## config.mk

```make
export PLATFORM = sky130hd
export DESIGN_NAME = opfwd_unit
export DESIGN_NICKNAME = d
export VERILOG_FILES = /design/src/rtl/opfwd_pkg.sv /design/src/rtl/opfwd_match.sv /design/src/rtl/opfwd_mux.sv /design/src/rtl/opfwd_hazard_fsm.sv /design/src/rtl/opfwd_unit.sv
export SDC_FILE = /design/constraint.sdc
export NUM_CORES = 1
export LEC_CHECK = 0
export ABC_AREA = 1
export BUFFER_PORTS_ARGS = -buffer_cell sky130_fd_sc_hd__clkbuf_2
export CAP_MARGIN = 20
export CORE_AREA = 2 2 97 99
export CTS_CLUSTER_SIZE = 12
export DETAILED_ROUTE_END_ITERATION = 10
export DIE_AREA = 0 0 99 101
export PLACE_DENSITY_LB_ADDON = 0.15
export SKIP_LAST_GASP = 1
export SLEW_MARGIN = 20
export SYNTH_ARGS = -nofsm -noshare
export SYNTH_HDL_FRONTEND = slang
export SYNTH_SLANG_ARGS = --single-unit
```

## constraint.sdc

```tcl
create_clock -name clk -period 4.46 [get_ports clk]
set_input_delay 0.892 -clock clk [delete_from_list [all_inputs] [get_ports clk]]
set_output_delay 0.892 -clock clk [all_outputs]
set_load 0.01 [all_outputs]
```

## src/rtl/opfwd_pkg.sv

```systemverilog
package opfwd_pkg;

    typedef enum logic [1:0] {
        SRC_RF  = 2'd0,
        SRC_WB  = 2'd1,
        SRC_MEM = 2'd2,
        SRC_EX  = 2'd3
    } fwd_sel_e;

    typedef enum logic [1:0] {
        ST_RUN       = 2'd0,
        ST_LOAD_HOLD = 2'd1,
        ST_PORT_HOLD = 2'd2
    } haz_state_e;

endpackage

```

## src/rtl/opfwd_match.sv

```systemverilog
module opfwd_match
    import opfwd_pkg::*;
#(
    parameter int ID_W = 4,
    parameter logic [ID_W-1:0] NULL_ID = 4'd8
) (
    input  logic [ID_W-1:0] src,
    input  logic [ID_W-1:0] ex_dst,
    input  logic [ID_W-1:0] mem_dst,
    input  logic [ID_W-1:0] wb_dst,
    output fwd_sel_e        sel,
    output logic            ex_hit
);

    logic hit_ex, hit_mem, hit_wb;

    always_comb begin
        hit_ex  = (ex_dst  != NULL_ID) && (ex_dst  == src);
        hit_mem = (mem_dst != NULL_ID) && (mem_dst == src);
        hit_wb  = (wb_dst  != NULL_ID) && (wb_dst  == src);
    end

    // youngest producer wins
    always_comb begin
        if (hit_ex)       sel = SRC_EX;
        else if (hit_mem) sel = SRC_MEM;
        else if (hit_wb)  sel = SRC_WB;
        else              sel = SRC_RF;
    end

    assign ex_hit = hit_ex;

endmodule

```

## src/rtl/opfwd_mux.sv

```systemverilog
module opfwd_mux
    import opfwd_pkg::*;
#(
    parameter int DATA_W = 32
) (
    input  fwd_sel_e          sel,
    input  logic [DATA_W-1:0] rf_val,
    input  logic [DATA_W-1:0] ex_val,
    input  logic [DATA_W-1:0] mem_val,
    input  logic [DATA_W-1:0] wb_val,
    output logic [DATA_W-1:0] y
);

    always_comb begin
        unique case (sel)
            SRC_EX:  y = ex_val;
            SRC_MEM: y = mem_val;
            SRC_WB:  y = wb_val;
            SRC_RF:  y = rf_val;
            default: y = rf_val;
        endcase
    end

endmodule

```

## src/rtl/opfwd_hazard_fsm.sv

```systemverilog
module opfwd_hazard_fsm
    import opfwd_pkg::*;
(
    input  logic clk,
    input  logic rst_n,
    input  logic load_hit,
    input  logic port_conflict,
    output logic hold,
    output logic bubble
);

    haz_state_e state_q, state_d;

    always_ff @(posedge clk or negedge rst_n) begin
        if (!rst_n) state_q <= ST_RUN;
        else        state_q <= state_d;
    end

    always_comb begin
        state_d = ST_RUN;
        unique case (state_q)
            ST_RUN: begin
                if (port_conflict) state_d = ST_PORT_HOLD;
                else if (load_hit) state_d = ST_LOAD_HOLD;
                else               state_d = ST_RUN;
            end
            ST_LOAD_HOLD: begin
                if (port_conflict) state_d = ST_PORT_HOLD;
                else               state_d = ST_RUN;
            end
            ST_PORT_HOLD: begin
                if (port_conflict) state_d = ST_PORT_HOLD;
                else if (load_hit) state_d = ST_LOAD_HOLD;
                else               state_d = ST_RUN;
            end
            default: state_d = ST_RUN;
        endcase
    end

    always_comb begin
        hold = 1'b0;
        unique case (state_q)
            ST_RUN:       hold = port_conflict | load_hit;
            ST_LOAD_HOLD: hold = port_conflict;
            ST_PORT_HOLD: hold = port_conflict | load_hit;
            default:      hold = port_conflict;
        endcase
        bubble = hold;
    end

    // a port conflict always stalls the front end
    a_r9_port_stall: assert property (@(posedge clk) disable iff (!rst_n)
        port_conflict |-> (hold && bubble));

    // a load-only stall is never followed by another load-only stall
    a_r8_single_load_hold: assert property (@(posedge clk) disable iff (!rst_n)
        (hold && !port_conflict) |=> (port_conflict || !hold));

    // bubble tracks hold
    a_r10_bubble_eq_hold: assert property (@(posedge clk) disable iff (!rst_n)
        bubble == hold);

endmodule

```

## src/rtl/opfwd_unit.sv

```systemverilog
module opfwd_unit
    import opfwd_pkg::*;
#(
    parameter int DATA_W = 32,
    parameter int ID_W = 4,
    parameter logic [ID_W-1:0] NULL_ID = 4'd8
) (
    input  logic              clk,
    input  logic              rst_n,
    input  logic [ID_W-1:0]   dec_src_a,
    input  logic [ID_W-1:0]   dec_src_b,
    input  logic [DATA_W-1:0] rf_val_a,
    input  logic [DATA_W-1:0] rf_val_b,
    input  logic [ID_W-1:0]   ex_dst,
    input  logic              ex_is_load,
    input  logic [DATA_W-1:0] ex_val,
    input  logic [ID_W-1:0]   mem_dst,
    input  logic [DATA_W-1:0] mem_val,
    input  logic [ID_W-1:0]   wb_dst,
    input  logic [DATA_W-1:0] wb_val,
    input  logic              fetch_req,
    input  logic              mem_port_req,
    output logic [DATA_W-1:0] opnd_a,
    output logic [DATA_W-1:0] opnd_b,
    output logic              hold_fd,
    output logic              bubble_ex
);

    localparam int N_OPND = 2;

    logic [ID_W-1:0]   src_arr [N_OPND];
    logic [DATA_W-1:0] rf_arr  [N_OPND];
    logic [DATA_W-1:0] opnd_arr[N_OPND];
    fwd_sel_e          sel_arr [N_OPND];
    logic [N_OPND-1:0] ex_hit_vec;

    logic load_hit;
    logic port_conflict;

    assign src_arr[0] = dec_src_a;
    assign src_arr[1] = dec_src_b;
    assign rf_arr[0]  = rf_val_a;
    assign rf_arr[1]  = rf_val_b;

    for (genvar gi = 0; gi < N_OPND; gi++) begin : g_opnd
        opfwd_match #(
            .ID_W    (ID_W),
            .NULL_ID (NULL_ID)
        ) u_match (
            .src     (src_arr[gi]),
            .ex_dst  (ex_dst),
            .mem_dst (mem_dst),
            .wb_dst  (wb_dst),
            .sel     (sel_arr[gi]),
            .ex_hit  (ex_hit_vec[gi])
        );

        opfwd_mux #(
            .DATA_W (DATA_W)
        ) u_mux (
            .sel     (sel_arr[gi]),
            .rf_val  (rf_arr[gi]),
            .ex_val  (ex_val),
            .mem_val (mem_val),
            .wb_val  (wb_val),
            .y       (opnd_arr[gi])
        );
    end

    assign opnd_a = opnd_arr[0];
    assign opnd_b = opnd_arr[1];

    assign load_hit      = ex_is_load && (|ex_hit_vec);
    assign port_conflict = fetch_req && mem_port_req;

    opfwd_hazard_fsm u_fsm (
        .clk           (clk),
        .rst_n         (rst_n),
        .load_hit      (load_hit),
        .port_conflict (port_conflict),
        .hold          (hold_fd),
        .bubble        (bubble_ex)
    );

    // execute result wins for operand A whenever it matches
    a_r3_ex_first: assert property (@(posedge clk) disable iff (!rst_n)
        (ex_dst != NULL_ID && ex_dst == dec_src_a) |-> (opnd_a == ex_val));

    // null destinations never forward
    a_r2_null_no_fwd: assert property (@(posedge clk) disable iff (!rst_n)
        (ex_dst == NULL_ID && mem_dst == NULL_ID && wb_dst == NULL_ID)
        |-> (opnd_a == rf_val_a && opnd_b == rf_val_b && !(hold_fd && !port_conflict)));

    // load-use match stalls unless in the hold cycle right after one
    a_r7_load_use: assert property (@(posedge clk) disable iff (!rst_n)
        (ex_is_load && ex_dst != NULL_ID && (ex_dst == dec_src_a || ex_dst == dec_src_b)
         && !hold_fd) |-> $past(hold_fd));

    // non-load execute match with no port conflict never stalls
    a_r10_no_stall_alu: assert property (@(posedge clk) disable iff (!rst_n)
        (!ex_is_load && !port_conflict) |-> !hold_fd);

endmodule

```

==> out/metrics.yaml <==
run_status:
  status: "complete, no violations"
logic_synthesis:
  ys_types: 23
  synth_edf_count: 0
  syn-cell-area_um2: 2760
  syn_avg_cell_area_um2: 5.36
  synth_top_area_share_pct: 43.7
  yosys.area.top_type: "nand4_1"
  ys_ff_latch: 1
  synth_ff_type: "dfrtp_1"
  synth.cells.most_frequent: "nand4_1 (193), nand2_1 (103), nand3_1 (103)"
  ys_warn_count: 0
  seq_area_frac_synth_pct: 0.907
  synth_area_leaders: "nand4_1 (44%), nand3_1 (19%), nand2_1 (14%), buf_2 (6.7%), buf_6 (2.9%)"
  syn_inst: 515
  syn-num-nets: 700
  ys_async_sr_fraction_pct: 100
  yosysMostFrequentCell: "nand4_1"
placed_design:
  pre_cts_ws_ns: 0.694
  gp_congestion: 0.941
  io_buffers: 250
  hpwlAfterDp_um: 10800
  dpl_cell_area_um2: 3990
  dp.cells: 828
setup_path:
  path_max_fanout: 35
  max_stage_delay_ns: 0.70
  crit_path_end_kind: "output pin"
  endpoint: "opnd_a[4]"
  start_kind: "primary input"
  r2r_slack_ns: 3.75
  path_common_cell: "nand2_1"
  cp.arrival_ns: 2.88
  reg2reg_to: "u_fsm.state_q[0]"
  criticalPathCategory: "primary input to output pin"
  worstPathRequired_ns: 3.57
  crit_start: "dec_src_a[0]"
  reg2reg_depth: 2
  regToRegStartpoint: "u_fsm.state_q[0]"
  cp_slowest_cell: "inv_2"
  path_cells: "clkbuf_2, inv_1, nand2_1, nand2_1, nor2_2, nand3_4, inv_2, nand2_1, nand4_1, clkbuf_2"
sta:
  hold_viol_final: 0
  tightest_slew_ns: 0.737
  tns_ns: 0
  whs_ns: 0.518
  fin_ws_ns: 0.686
  rsz0062_at_grt: "false"
  max_freq_mhz: 265
  timing.final.crit_period_ns: 3.77
  finalSetupViolCount: 0
  fin_skew_ns: 0
  relSlewSlack_pct: 50.7
  drv_slew: 0
  period_share_pct: 84.6
grt:
  grt_usage_pct: 27.3
  antenna_found_initial: 0
  grt_max_degree: 65
  grt_pass1_wl_um: 22900
  overflow: 0
  grt_pass1_vias: 4683
routing:
  wl_um: 15200
  vias: 5082
  drc_errors: 0
  dr.first_iter.drc_count: 398
  drt_first_pass_iters: 5
  viasPerCell: 6.13
  wl_per_cell_um: 18.4
  antenna_left: 0
clock_network:
  clock_latency_ns: 0
  cts_setup_buffers: 0
  cts.repair.resized: 0
  path_clk_slew_ns: 0
  ctsHoldBuffers: 0
floorplanning:
  die_area_um2: 10000
  core_area_um2: 8980
  fp.dieW_um: 99
  rows: 35
  num_io_pins: 251
  die_y_um: 101
  start_util_pct: 30.7
run:
  maxCapViolations: 0
final_layout:
  post-route-util_pct: 44.6
  antennaDiodeCount: 0
  drive_gt1_share_pct: 39.3
  top_register: "u_fsm.state_q"
  fin_cells: 829
  nets: 905
  reg.largest.list: "u_fsm.state_q (1)"
  post-route-cell-area_um2: 4010
  largest_reg_flops: 1
  synthToLayoutAreaGrowth_pct: 45.2
power_and_ir_drop:
  max-vdd-ir-drop_mv: 0.0733
  power_leakage_nw: 2.07
  total_power_mw: 0.531
  power_density_nw_per_um2: 133
min_path:
  min_path_type: "flop to flop"
## cells in the final DEF, fill, tap and decap left out
| cell | Yosys | routed |
|---|---|---|
| nand4_1 | 193 | 193 |
| buf_8 | 0 | 1 |
| nor2_1 | 11 | 11 |
| inv_1 | 18 | 18 |
| inv_2 | 6 | 6 |
| nand3_1 | 103 | 101 |
| nor2_8 | 1 | 1 |
| nor2_2 | 3 | 3 |
| nand3b_1 | 1 | 1 |
| nand3_2 | 1 | 2 |
| clkbuf_2 | 0 | 250 |
| a21oi_1 | 1 | 1 |
| buf_4 | 4 | 10 |
| nand2_2 | 2 | 2 |
| buf_12 | 0 | 5 |
| clkinv_1 | 2 | 2 |
| and3_1 | 1 | 1 |
| dfrtp_1 | 1 | 1 |
| xor2_1 | 2 | 2 |
| nand2_1 | 103 | 103 |
| xnor2_1 | 2 | 2 |
| nand3_4 | 0 | 1 |
| nand4_4 | 1 | 1 |
## area by class of cell
cell class | count | area, um2
inverters | 26 | 97.6
well taps | 111 | 139
multi-input cells | 425 | 2300
repair buffers | 266 | 1440
fillers | 1002 | 4970
flip-flops and latches | 1 | 25.0
## cells by family after synthesis
family                 synth area share [%]
AND/OR/NAND/NOR                        81.4
buffers and inverters                  16.2
XOR/XNOR                               1.27
AO/OA/AOI/OAI                         0.181
flip-flops                            0.906
## critical path: cells and delay by family
family | cells | cell delay (ns)
AND/OR/NAND/NOR | 6 | 0.93
buffers and inverters | 4 | 1.04
## how the worst min path moves through the flow
stage / from / end / slack, ns / cells past startpoint
floorplan: u_fsm.state_q[0] / u_fsm.state_q[0] / 0.48 / 2
global placement: u_fsm.state_q[0] / u_fsm.state_q[0] / 0.50 / 2
detailed placement: u_fsm.state_q[0] / u_fsm.state_q[0] / 0.51 / 2
CTS: u_fsm.state_q[0] / u_fsm.state_q[0] / 0.52 / 2
global route: u_fsm.state_q[0] / u_fsm.state_q[0] / 0.54 / 2
finish: u_fsm.state_q[0] / u_fsm.state_q[0] / 0.52 / 2
## routing by layer
layer	global-route usage [%]	vias to the layer above	part of all wire, %
li1	-	2375	-
met1	35.7	2339	40
met2	47.7	323	48
met3	3.40	45	9.4
met4	6.32	0	2.9
met5	0	-	0
## power breakdown
group	internal, mW	total [mW]	leakage [nW]	switching [mW]
registers	0.00964	0.00972	0.0138	0.0000787
clock network	0	0	0	0
logic	0.207	0.521	2.05	0.314
(Power assumes the default switching activity.)
